--- src/rtl/vga_xlat_pkg.sv ---
package vga_xlat_pkg;

    localparam int XL_OFS_W     = 16;
    localparam int XL_ADDR_W    = 20;
    localparam int XL_BASE_W    = 6;
    localparam int XL_REG_W     = 32;
    localparam int XL_BASE_RDLO = 8;
    localparam int XL_PLANES    = 4;

    typedef enum logic [1:0] {
        XM_PLANAR = 2'd0,
        XM_PAIR   = 2'd1,
        XM_QUAD   = 2'd2
    } xlat_mode_e;

    typedef struct packed {
        logic quad;
        logic pack;
        logic odd_even;
        logic page_bit;
        logic force_top;
        logic pair_wr;
        logic pair_rd;
    } mode_ctl_t;

    // pick the pair-plane enable that matches the access direction
    function automatic logic pair_active(input mode_ctl_t c, input logic is_wr);
        return is_wr ? c.pair_wr : c.pair_rd;
    endfunction

endpackage

--- src/rtl/vga_base_reg.sv ---
module vga_base_reg
    import vga_xlat_pkg::*;
#(
    parameter int REG_W   = XL_REG_W,
    parameter int BASE_W  = XL_BASE_W,
    parameter int RD_LO   = XL_BASE_RDLO
) (
    input  logic              clk,
    input  logic              rst,
    input  logic              wr_en,
    input  logic [REG_W-1:0]  wr_data,
    output logic [BASE_W-1:0] base_q,
    output logic [REG_W-1:0]  rd_data
);
    localparam int RD_HI = RD_LO + BASE_W - 1;

    always_ff @(posedge clk) begin
        if (rst) begin
            base_q <= '0;
        end else if (wr_en) begin
            base_q <= wr_data[BASE_W-1:0];
        end
    end

    always_comb begin
        rd_data              = '0;
        rd_data[RD_HI:RD_LO] = base_q;
    end
endmodule

--- src/rtl/vga_offset_map.sv ---
module vga_offset_map
    import vga_xlat_pkg::*;
#(
    parameter int OFS_W  = XL_OFS_W,
    parameter int PLANES = XL_PLANES
) (
    input  logic [OFS_W-1:0]  cpu_ofs,
    input  logic              is_write,
    input  mode_ctl_t         ctl,
    output logic [OFS_W-1:0]  plane_ofs,
    output logic [PLANES-1:0] planes,
    output xlat_mode_e        mode
);
    localparam int SEL_W = $clog2(PLANES);
    localparam int TOP   = OFS_W - 1;

    logic [PLANES-1:0] quad_hot;
    logic [PLANES-1:0] pair_hot;

    for (genvar i = 0; i < PLANES; i++) begin : g_hint
        assign quad_hot[i] = (cpu_ofs[SEL_W-1:0] == SEL_W'(i));
        assign pair_hot[i] = (cpu_ofs[0] == ((i % 2) == 1));
    end

    always_comb begin
        plane_ofs = cpu_ofs;
        if (ctl.quad) begin
            if (ctl.pack) begin
                plane_ofs = cpu_ofs >> SEL_W;
            end else begin
                plane_ofs[SEL_W-1:0] = '0;
            end
        end else if (ctl.odd_even) begin
            plane_ofs[0] = ctl.page_bit;
        end
        if (ctl.force_top) begin
            plane_ofs[TOP] = 1'b0;
        end
    end

    always_comb begin
        if (ctl.quad) begin
            mode   = XM_QUAD;
            planes = quad_hot;
        end else if (pair_active(ctl, is_write)) begin
            mode   = XM_PAIR;
            planes = pair_hot;
        end else begin
            mode   = XM_PLANAR;
            planes = '1;
        end
    end
endmodule

--- src/rtl/vga_addr_stage.sv ---
module vga_addr_stage
    import vga_xlat_pkg::*;
#(
    parameter int OFS_W  = XL_OFS_W,
    parameter int ADDR_W = XL_ADDR_W,
    parameter int BASE_W = XL_BASE_W,
    parameter int PLANES = XL_PLANES
) (
    input  logic              clk,
    input  logic              rst,
    input  logic              in_valid,
    input  logic [BASE_W-1:0] base,
    input  logic [OFS_W-1:0]  plane_ofs,
    input  logic [PLANES-1:0] planes,
    input  xlat_mode_e        mode,
    output logic              q_valid,
    output logic [ADDR_W-1:0] q_addr,
    output logic [PLANES-1:0] q_planes,
    output xlat_mode_e        q_mode
);
    localparam int BASE_LSB = ADDR_W - BASE_W;

    logic [ADDR_W-1:0] sum;

    assign sum = {base, {BASE_LSB{1'b0}}} + {{(ADDR_W-OFS_W){1'b0}}, plane_ofs};

    always_ff @(posedge clk) begin
        if (rst) begin
            q_valid  <= 1'b0;
            q_addr   <= '0;
            q_planes <= '0;
            q_mode   <= XM_PLANAR;
        end else begin
            q_valid <= in_valid;
            if (in_valid) begin
                q_addr   <= sum;
                q_planes <= planes;
                q_mode   <= mode;
            end
        end
    end
endmodule

--- src/rtl/vga_addr_xlat.sv ---
module vga_addr_xlat
    import vga_xlat_pkg::*;
#(
    parameter int OFS_W  = XL_OFS_W,
    parameter int ADDR_W = XL_ADDR_W,
    parameter int BASE_W = XL_BASE_W,
    parameter int REG_W  = XL_REG_W,
    parameter int RD_LO  = XL_BASE_RDLO,
    parameter int PLANES = XL_PLANES
) (
    input  logic              clk,
    input  logic              rst,
    input  logic              cfg_wr_en,
    input  logic [REG_W-1:0]  cfg_wr_data,
    output logic [REG_W-1:0]  cfg_rd_data,
    input  logic              req_valid,
    input  logic              req_write,
    input  logic [OFS_W-1:0]  req_offset,
    input  logic              mode_chain4,
    input  logic              mode_packed,
    input  logic              mode_odd_even,
    input  logic              mode_page_bit,
    input  logic              mode_force_a15,
    input  logic              mode_wr_chain2,
    input  logic              mode_rd_chain2,
    output logic              out_valid,
    output logic [ADDR_W-1:0] out_addr,
    output logic [PLANES-1:0] out_planes,
    output logic [1:0]        out_mode
);
    mode_ctl_t         ctl;
    logic [BASE_W-1:0] base_q;
    logic [OFS_W-1:0]  plane_ofs;
    logic [PLANES-1:0] planes;
    xlat_mode_e        mode_c;
    xlat_mode_e        mode_q;

    assign ctl = '{quad:      mode_chain4,
                   pack:      mode_packed,
                   odd_even:  mode_odd_even,
                   page_bit:  mode_page_bit,
                   force_top: mode_force_a15,
                   pair_wr:   mode_wr_chain2,
                   pair_rd:   mode_rd_chain2};

    vga_base_reg #(.REG_W(REG_W), .BASE_W(BASE_W), .RD_LO(RD_LO)) u_base (
        .clk     (clk),
        .rst     (rst),
        .wr_en   (cfg_wr_en),
        .wr_data (cfg_wr_data),
        .base_q  (base_q),
        .rd_data (cfg_rd_data)
    );

    vga_offset_map #(.OFS_W(OFS_W), .PLANES(PLANES)) u_map (
        .cpu_ofs   (req_offset),
        .is_write  (req_write),
        .ctl       (ctl),
        .plane_ofs (plane_ofs),
        .planes    (planes),
        .mode      (mode_c)
    );

    vga_addr_stage #(.OFS_W(OFS_W), .ADDR_W(ADDR_W), .BASE_W(BASE_W), .PLANES(PLANES)) u_stage (
        .clk       (clk),
        .rst       (rst),
        .in_valid  (req_valid),
        .base      (base_q),
        .plane_ofs (plane_ofs),
        .planes    (planes),
        .mode      (mode_c),
        .q_valid   (out_valid),
        .q_addr    (out_addr),
        .q_planes  (out_planes),
        .q_mode    (mode_q)
    );

    assign out_mode = mode_q;
endmodule

--- config.mk ---
export PLATFORM = sky130hd
export DESIGN_NAME = vga_addr_xlat
export DESIGN_NICKNAME = d
export VERILOG_FILES = /design/src/rtl/vga_xlat_pkg.sv /design/src/rtl/vga_base_reg.sv /design/src/rtl/vga_offset_map.sv /design/src/rtl/vga_addr_stage.sv /design/src/rtl/vga_addr_xlat.sv
export SDC_FILE = /design/constraint.sdc
export NUM_CORES = 1
export LEC_CHECK = 0
export BUFFER_PORTS_ARGS = -buffer_cell sky130_fd_sc_hd__buf_2
export CORE_UTILIZATION = 30
export CTS_CLUSTER_DIAMETER = 60
export DETAILED_ROUTE_END_ITERATION = 6
export GPL_TIMING_DRIVEN = 0
export MAX_ROUTING_LAYER = met4
export SYNTH_ARGS = -nofsm -noshare
export SYNTH_HDL_FRONTEND = slang
export SYNTH_SLANG_ARGS = --single-unit
--- constraint.sdc ---
create_clock -name clk -period 1.75 [get_ports clk]
set_input_delay 0.0875 -clock clk [delete_from_list [all_inputs] [get_ports clk]]
set_output_delay 0.0875 -clock clk [all_outputs]
set_load 0.01 [all_outputs]
==> impl_metrics.csv, run 1 <==
group,metric,value,unit
global_routing,track_usage,0.141,
detailed_routing,ant_nets,0,
setup_path,crit_type,"input pin to register",
placed_design,place_hpwl,3.11,mm
floorplanning,pin_count,119,
logic_synthesis,synthDistinctLibCells,32,
logic_synthesis,synth_area_leaders,"dfxtp_1 (39%), buf_4 (12%), a311oi_1 (7.8%), nor2_1 (6.9%), mux2i_1 (5.4%)",
placed_design,place_ws,-121,ps
setup_path,path_common_cell,"buf_2",
setup_path,max_stage_delay,370,ps
setup_path,crit_required,1940,ps
timing,tightest_slew,556,ps
setup_path,critPathLaunch,"mode_packed",
logic_synthesis,synthCells,194,
setup_path,start_kind,"input pin",
timing,finClkSkew,1.53,ps
detailed_routing,drt_first_pass_iters,4,
logic_synthesis,synth_top_area_share,0.393,
setup_path,crit_arrival,1780,ps
logic_synthesis,async_reset_ff_frac,0,
power_and_ir_drop,clkPwrFrac,0.345,
logic_synthesis,synth.most_common_cell,"dfxtp_1",
logic_synthesis,yosys.area.top_type,"dfxtp_1",
power_and_ir_drop,vdd_drop_max,0.000294,V
setup_path,timing.rr.end,"u_stage.q_addr[18]$_SDFFE_PP0P_",
clock_tree,cts.clk_slew.worst_paths,60,ps
logic_synthesis,seq_area_frac_synth,0.393,
detailed_routing,remaining_drc_errors,0,
setup_path,endpoint_kind,"register",
logic_synthesis,synth_area,1680,um2
timing,slew_headroom,0.629,
logic_synthesis,ys_top_cells_by_count,"dfxtp_1 (33), nor2_1 (31), buf_4 (26)",
floorplanning,core_area,5240,um2
cells_and_area,nets,353,
outcome,status,"completed",
timing,fmax,632,MHz
worst_hold_path,holdCritStartpoint,"cfg_wr_data[3]",
cells_and_area,syn_to_final_growth,35.9,%
detailed_routing,vias,1569,
timing,drv_slew,0,
cells_and_area,layout.cells.non_filler,361,
timing,hold_violations,0,
clock_tree,cts_resized,0,
cells_and_area,antenna_cells,0,
logic_synthesis,yosys_most_used_dff,"dfxtp_1",
clock_tree,clkSinkCount,33,
placed_design,port_buffers,64,
clock_tree,cts_buffers,5,
detailed_routing,avgRoutedWirePerCell,11.1,um
global_routing,antenna_found_initial,0,
global_routing,overflow,0,
clock_tree,cts_max_path_buffers,2,
power_and_ir_drop,sw_frac_of_total,0.274,
floorplanning,rows,26,
timing,layout_setup_ws,168,ps
placed_design,globalplace.congestion,0.763,
clock_tree,htreeDepth,2,
detailed_routing,vias_per_cell,4.35,
global_routing,grt_max_degree,11,
global_routing,grt_pass1_vias,1435,
floorplanning,die-area,5900,um2
global_routing,grt_pass1_wl,6.47,mm
power_and_ir_drop,p_switching,0.501,mW
setup_path,worstPathMaxFanout,10,
cells_and_area,stdcell_area,2280,um2
timing,fin_crit,1580,ps
setup_path,r2r_cells,5,
worst_hold_path,min_to,"u_base.base_q[3]$_SDFFE_PP0P_",
power_and_ir_drop,power_density,801,nW/um2
timing,post-route-period-util,0.904,
power_and_ir_drop,combPwrFrac,0.200,
detailed_routing,totalWireLength,4.02,mm
clock_tree,cts_tree,"done",
clock_tree,cts_setup_buffers,0,
clock_tree,cts_hold_buf,0,
worst_hold_path,hold_path_class,"input pin to register",
detailed_routing,drt-initial-drc-count,49,
logic_synthesis,ys_seq_elements,33,
logic_synthesis,post_synth.cell_area_avg,8.66,um2
placed_design,placed_area,2180,um2
worst_hold_path,hold_depth,3,
setup_path,worstReg2RegStart,"u_base.base_q[0]$_SDFFE_PP0P_",
floorplanning,die_width,76.8,um
placed_design,dp.cells,353,
setup_path,cp_cell_sequence,"buf_2 > nand2_1 > buf_2 > and3b_1 > ha_1 > a21oi_1 > or3_1 > a311oi_2",
cells_and_area,drive_above_1_share,0.385,
floorplanning,die_h,76.8,um
clock_tree,clockRootBuffer,"clkbuf_8",
setup_path,r2r_setup_slack,320,ps
logic_synthesis,synth_enable_flop_cells,0,
timing,finalSetupViolCount,0,
run,max_cap_violations,0,
power_and_ir_drop,p_int,1.33,mW
timing,rsz0062_at_grt,"no",
setup_path,cp_slowest_cell,"or3_1",
clock_tree,worstSkewPairLatency,280,ps
power_and_ir_drop,power_frac_seq,0.455,
power_and_ir_drop,total_power,1.83,mW
logic_synthesis,ys_warn_count,0,
power_and_ir_drop,p_leak,1.16,nW
floorplanning,initial_core_util,0.321,
[cells in the final DEF (no fill, tap or decap), types with 2 or more instances in the layout]
| cell | n |
|---|---|
| a21oi_1 | 2 |
| a311oi_2 | 3 |
| or3_1 | 2 |
| conb_1 | 26 |
| dfxtp_1 | 33 |
| buf_4 | 26 |
| buf_2 | 72 |
| a211oi_1 | 3 |
| mux2i_1 | 9 |
| o21ai_0 | 2 |
| nand2b_1 | 3 |
| nand2_1 | 16 |
| clkbuf_8 | 7 |
| nor2b_1 | 3 |
| nor2_1 | 31 |
| clkbuf_1 | 5 |
| ha_1 | 2 |
| nand3_1 | 15 |
| a311oi_1 | 15 |
| a21o_1 | 2 |
[stage by stage]
step	hold WS, ps	TNS, ps	utilization
4_1_cts	35.6	0	0.436
3_3_place_gp	321	-333	0.416
2_1_floorplan	235	0	-
5_1_grt	56.3	0	0.436
6_report	39.5	0	0.436
3_5_place_dp	331	-401	0.416
[critical path, delay by kind of cell]
| family | cells | cell delay, ps |
|---|---|---|
| fa+ha+maj | 1 | 280 |
| buf+inv | 2 | 350 |
| compound gates | 2 | 330 |
| simple gates | 3 | 730 |
[kinds of logic (layout without fill, tap and decap cells)]
logic type | Yosys count | in the layout | synth area share
AOI/OAI and AO/OA | 29 | 29 | 0.148
xor gates and xnor gates | 2 | 2 | 0.0104
adders and majority gates | 3 | 3 | 0.0268
buffers and inverters | 42 | 114 | 0.158
DFF | 33 | 33 | 0.393
muxes | 11 | 11 | 0.0693
other | 1 | 26 | 0.00223
and+or+nand+nor | 73 | 73 | 0.192
[worst max-delay path by stage]
stage	endpoint	slack (ps)	cells past startpoint
2_1_floorplan	u_stage.q_addr[19]$_SDFFE_PP0P_	200	7
3_3_place_gp	u_stage.q_addr[19]$_SDFFE_PP0P_	-100	8
3_5_place_dp	u_stage.q_addr[19]$_SDFFE_PP0P_	-120	8
4_1_cts	u_stage.q_addr[19]$_SDFFE_PP0P_	160	8
5_1_grt	u_stage.q_addr[18]$_SDFFE_PP0P_	70	9
6_report	u_stage.q_addr[19]$_SDFFE_PP0P_	170	8
[layout make-up]
cell class	count	area [um2]
clock buffer	7	96.3
multi-input combinational	144	847
clock inverter	1	5.00
inverter	2	7.51
sequential	33	661
timing repair buffer	64	320
buffer	40	258
tap	70	87.6
fill	543	2960
[flip-flops by register name (all words and copies together), names as in the netlist]
| register | cells |
|---|---|
| u_stage.q_addr | 20 |
| u_base.base_q | 6 |
| u_stage.q_planes | 4 |
| u_stage.q_mode | 2 |
| u_stage.q_valid | 1 |
[routing by layer]
layer / track usage / part of all wire / up-vias
li1: - / - / 812
met1: 0.167 / 0.45 / 686
met2: 0.233 / 0.46 / 64
met3: 0.0381 / 0.079 / 7
met4: 0.0404 / 0.011 / 0
met5: - / 0 / -
[power groups by stage]
stage	Clock [mW]	Sequential (mW)	Combinational [mW]
5_1_grt	0.680	0.839	0.405
2_1_floorplan	0	0.873	0.211
3_5_place_dp	0	0.850	0.366
4_1_cts	0.649	0.833	0.368
3_3_place_gp	0	0.849	0.364
6_report	0.631	0.833	0.365
No activity file was read; power rests on OpenSTA's default activity.
==> run 2, diff against run 1 <==
--- a/config.mk
+++ b/config.mk
@@ -5,6 +5,7 @@
 export SDC_FILE = /design/constraint.sdc
 export NUM_CORES = 1
 export LEC_CHECK = 0
+export ABC_AREA = 1
 export BUFFER_PORTS_ARGS = -buffer_cell sky130_fd_sc_hd__buf_2
 export CORE_UTILIZATION = 30
 export CTS_CLUSTER_DIAMETER = 60
==> impl_metrics.csv, run 2 <==
group,metric,value,unit
cells_and_area,top_regs,"u_stage.q_addr: 20 flops, u_base.base_q: 6 flops, u_stage.q_planes: 4 flops",
floorplanning,initial_core_util,0.316,
global_routing,track_usage,0.153,
timing,rsz0062_at_grt,"no",
power_and_ir_drop,clkPwrFrac,0.327,
global_routing,grt_pass1_wl,6.90,mm
cells_and_area,largest_reg_flops,20,
worst_hold_path,hold_depth,3,
timing,finClkSkew,0.747,ps
clock_tree,clkSinkCount,33,
logic_synthesis,synth_area,1770,um2
clock_tree,cts_tree,"done",
timing,whs,17.8,ps
power_and_ir_drop,power_density,763,nW/um2
power_and_ir_drop,sw_frac_of_total,0.289,
detailed_routing,met2_length,1.94,mm
floorplanning,core_area,5610,um2
detailed_routing,dr_wl_met3,506,um
detailed_routing,vias,1746,
global_routing,grt_max_degree,11,
power_and_ir_drop,p_int,1.29,mW
run,max_cap_violations,0,
logic_synthesis,synth.most_common_cell,"nor2_1",
cells_and_area,regMostFlops,"u_stage.q_addr",
cells_and_area,layout_common_cells,"buf_2 (71), nor2_1 (48), inv_1 (38), nand2_1 (35), dfxtp_1 (33)",
floorplanning,die-area,6230,um2
cells_and_area,drive_above_1_share,0.308,
floorplanning,die_width,78.9,um
clock_tree,cts_resized,0,
setup_path,endpoint_kind,"register",
logic_synthesis,synthCells,259,
detailed_routing,avgRoutedWirePerCell,10.2,um
detailed_routing,drt-initial-drc-count,49,
cells_and_area,syn_to_final_growth,33.9,%
logic_synthesis,synth_area_leaders,"dfxtp_1 (37%), buf_4 (11%), nor2_1 (10%), inv_1 (8.0%), nand2_1 (7.4%)",
placed_design,placed_area,2290,um2
cells_and_area,nets,420,
clock_tree,cts_max_path_buffers,2,
clock_tree,cts_buffers,5,
power_and_ir_drop,vdd_drop_max,0.000474,V
logic_synthesis,ys_warn_count,0,
floorplanning,rows,27,
setup_path,r2r_cells,6,
logic_synthesis,synth_xor_area_frac,0.00494,
logic_synthesis,ys_top_cells_by_count,"nor2_1 (48), inv_1 (38), nand2_1 (35)",
logic_synthesis,seq_area_frac_synth,0.372,
setup_path,crit_required,1940,ps
detailed_routing,remaining_drc_errors,0,
timing,hold_violations,0,
timing,fin_crit,1440,ps
setup_path,r2r_setup_slack,360,ps
placed_design,dp.cells,422,
logic_synthesis,synth_enable_flop_cells,0,
logic_synthesis,synth_top_family_by_area,"buffers and inverters",
worst_hold_path,hold_path_class,"input pin to register",
timing,layout_setup_ws,310,ps
detailed_routing,totalWireLength,4.36,mm
logic_synthesis,synth.area.mux_share,0,
logic_synthesis,synthDistinctLibCells,20,
power_and_ir_drop,p_switching,0.524,mW
placed_design,place_ws,-27.4,ps
global_routing,antenna_found_initial,0,
logic_synthesis,async_reset_ff_frac,0,
logic_synthesis,synth-simple-area-share,0.207,
detailed_routing,wl_met1,1.88,mm
timing,drv_slew,0,
power_and_ir_drop,power_frac_seq,0.461,
cells_and_area,final_common_cell,"buf_2",
worst_hold_path,min_to,"u_base.base_q[0]$_SDFFE_PP0P_",
clock_tree,cts_hold_buf,0,
placed_design,globalplace.congestion,0.802,
logic_synthesis,ys_seq_elements,33,
logic_synthesis,yosys.area.top_type,"dfxtp_1",
detailed_routing,drt_first_pass_iters,4,
cells_and_area,stdcell_area,2370,um2
placed_design,place_hpwl,3.33,mm
clock_tree,cts.clk_slew.worst_paths,70,ps
logic_synthesis,synth_compound_area_frac,0.154,
setup_path,worstReg2RegStart,"u_base.base_q[0]$_SDFFE_PP0P_",
logic_synthesis,synth_top_area_share,0.372,
outcome,status,"completed",
clock_tree,worstSkewPairLatency,290,ps
logic_synthesis,post_synth.cell_area_avg,6.85,um2
logic_synthesis,synth-adder-area-share,0.0254,
floorplanning,die_h,78.9,um
power_and_ir_drop,p_leak,1.41,nW
clock_tree,htreeDepth,2,
cells_and_area,layout.cells.non_filler,429,
cells_and_area,finish.utilization,0.423,
global_routing,overflow,0,
worst_hold_path,holdCritStartpoint,"cfg_wr_data[0]",
detailed_routing,vias_per_cell,4.07,
logic_synthesis,yosys_most_used_dff,"dfxtp_1",
setup_path,crit_type,"input pin to register",
global_routing,grt_pass1_vias,1489,
clock_tree,cts_setup_buffers,0,
setup_path,start_kind,"input pin",
placed_design,port_buffers,66,
setup_path,timing.rr.end,"u_stage.q_addr[18]$_SDFFE_PP0P_",
setup_path,worstPathMaxFanout,10,
floorplanning,pin_count,119,
setup_path,crit_arrival,1630,ps
detailed_routing,ant_nets,0,
timing,finalSetupViolCount,0,
detailed_routing,highest_layer,"met4",
power_and_ir_drop,combPwrFrac,0.212,
cells_and_area,antenna_cells,0,
timing,fmax,694,MHz
timing,post-route-period-util,0.823,
clock_tree,clockRootBuffer,"clkbuf_8",
==> run 2: cell types whose count changed in the layout (fill, tap and decap cells not counted), moves of 6 or more <==
cell      before  now
a21oi_1        2   12
a311oi_1      15    0
inv_1          1   38
mux2i_1        9    0
nand2_1       16   35
nand3_1       15    9
nor2_1        31   48
o21ai_0        2   24
o21ai_1        0   12
==> run 2: layer usage <==
layer,GRT usage,vias to the layer above
met5,-,-
met4,0.0491,0
met3,0.0701,2
met2,0.237,76
met1,0.176,722
li1,-,946
==> run 2: stage by stage <==
step / total power, mW / setup TNS, ps
after global routing: 1.93 / 0
after CTS: 1.83 / 0
after global placement: 1.23 / 0
final: 1.81 / 0
after detailed placement: 1.24 / -42.4
after floorplan: 1.10 / 0
==> run 2: cell type report <==
type	instances	area (um2)
multi-input cells	176	792
flip-flops and latches	33	661
inverters	40	150
well taps	72	90.1
plain buffers	35	265
repair buffers	66	330
fillers	648	3230
clock buffers	7	86.3
==> run 2: cells by family (layout without fill, tap and decap cells) <==
kind of cell | after synthesis | count (layout)
XOR/XNOR | 1 | 1
adder cells (fa/ha/maj) | 3 | 3
flip-flops | 33 | 33
AO/OA/AOI/OAI | 52 | 52
buffers and inverters | 75 | 148
AND/OR/NAND/NOR | 94 | 94
other | 1 | 26
==> run 2: power groups by stage <==
stage	Clock, mW	Sequential (mW)	Combinational, mW
after floorplan	0	0.877	0.223
after global placement	0	0.852	0.381
after detailed placement	0	0.852	0.384
after CTS	0.608	0.836	0.387
after global routing	0.647	0.841	0.438
final	0.594	0.835	0.384
==> run 2: worst max-delay path by stage <==
stage                           start                              end  slack, ps  cells past startpoint
after global placement    mode_chain4  u_stage.q_addr[19]$_SDFFE_PP0P_         20                     12
after CTS                 mode_chain4  u_stage.q_addr[17]$_SDFFE_PP0P_        280                     12
after global routing      mode_chain4  u_stage.q_addr[19]$_SDFFE_PP0P_        110                     12
after floorplan           mode_packed  u_stage.q_addr[18]$_SDFFE_PP0P_        350                     10
after detailed placement  mode_chain4  u_stage.q_addr[19]$_SDFFE_PP0P_        -30                     12
final                     mode_chain4  u_stage.q_addr[19]$_SDFFE_PP0P_        310                     12
==> run 2: critical path, cell delays in order <==
cell and delay, ps:
buf_2 120, nand2_2 80, inv_2 70, buf_6 140, nor3_1 370, ha_1 320, nand2_1 60, nand2_1 100
nand3_1 100, nand3_1 80, nand2_1 60, inv_1 30
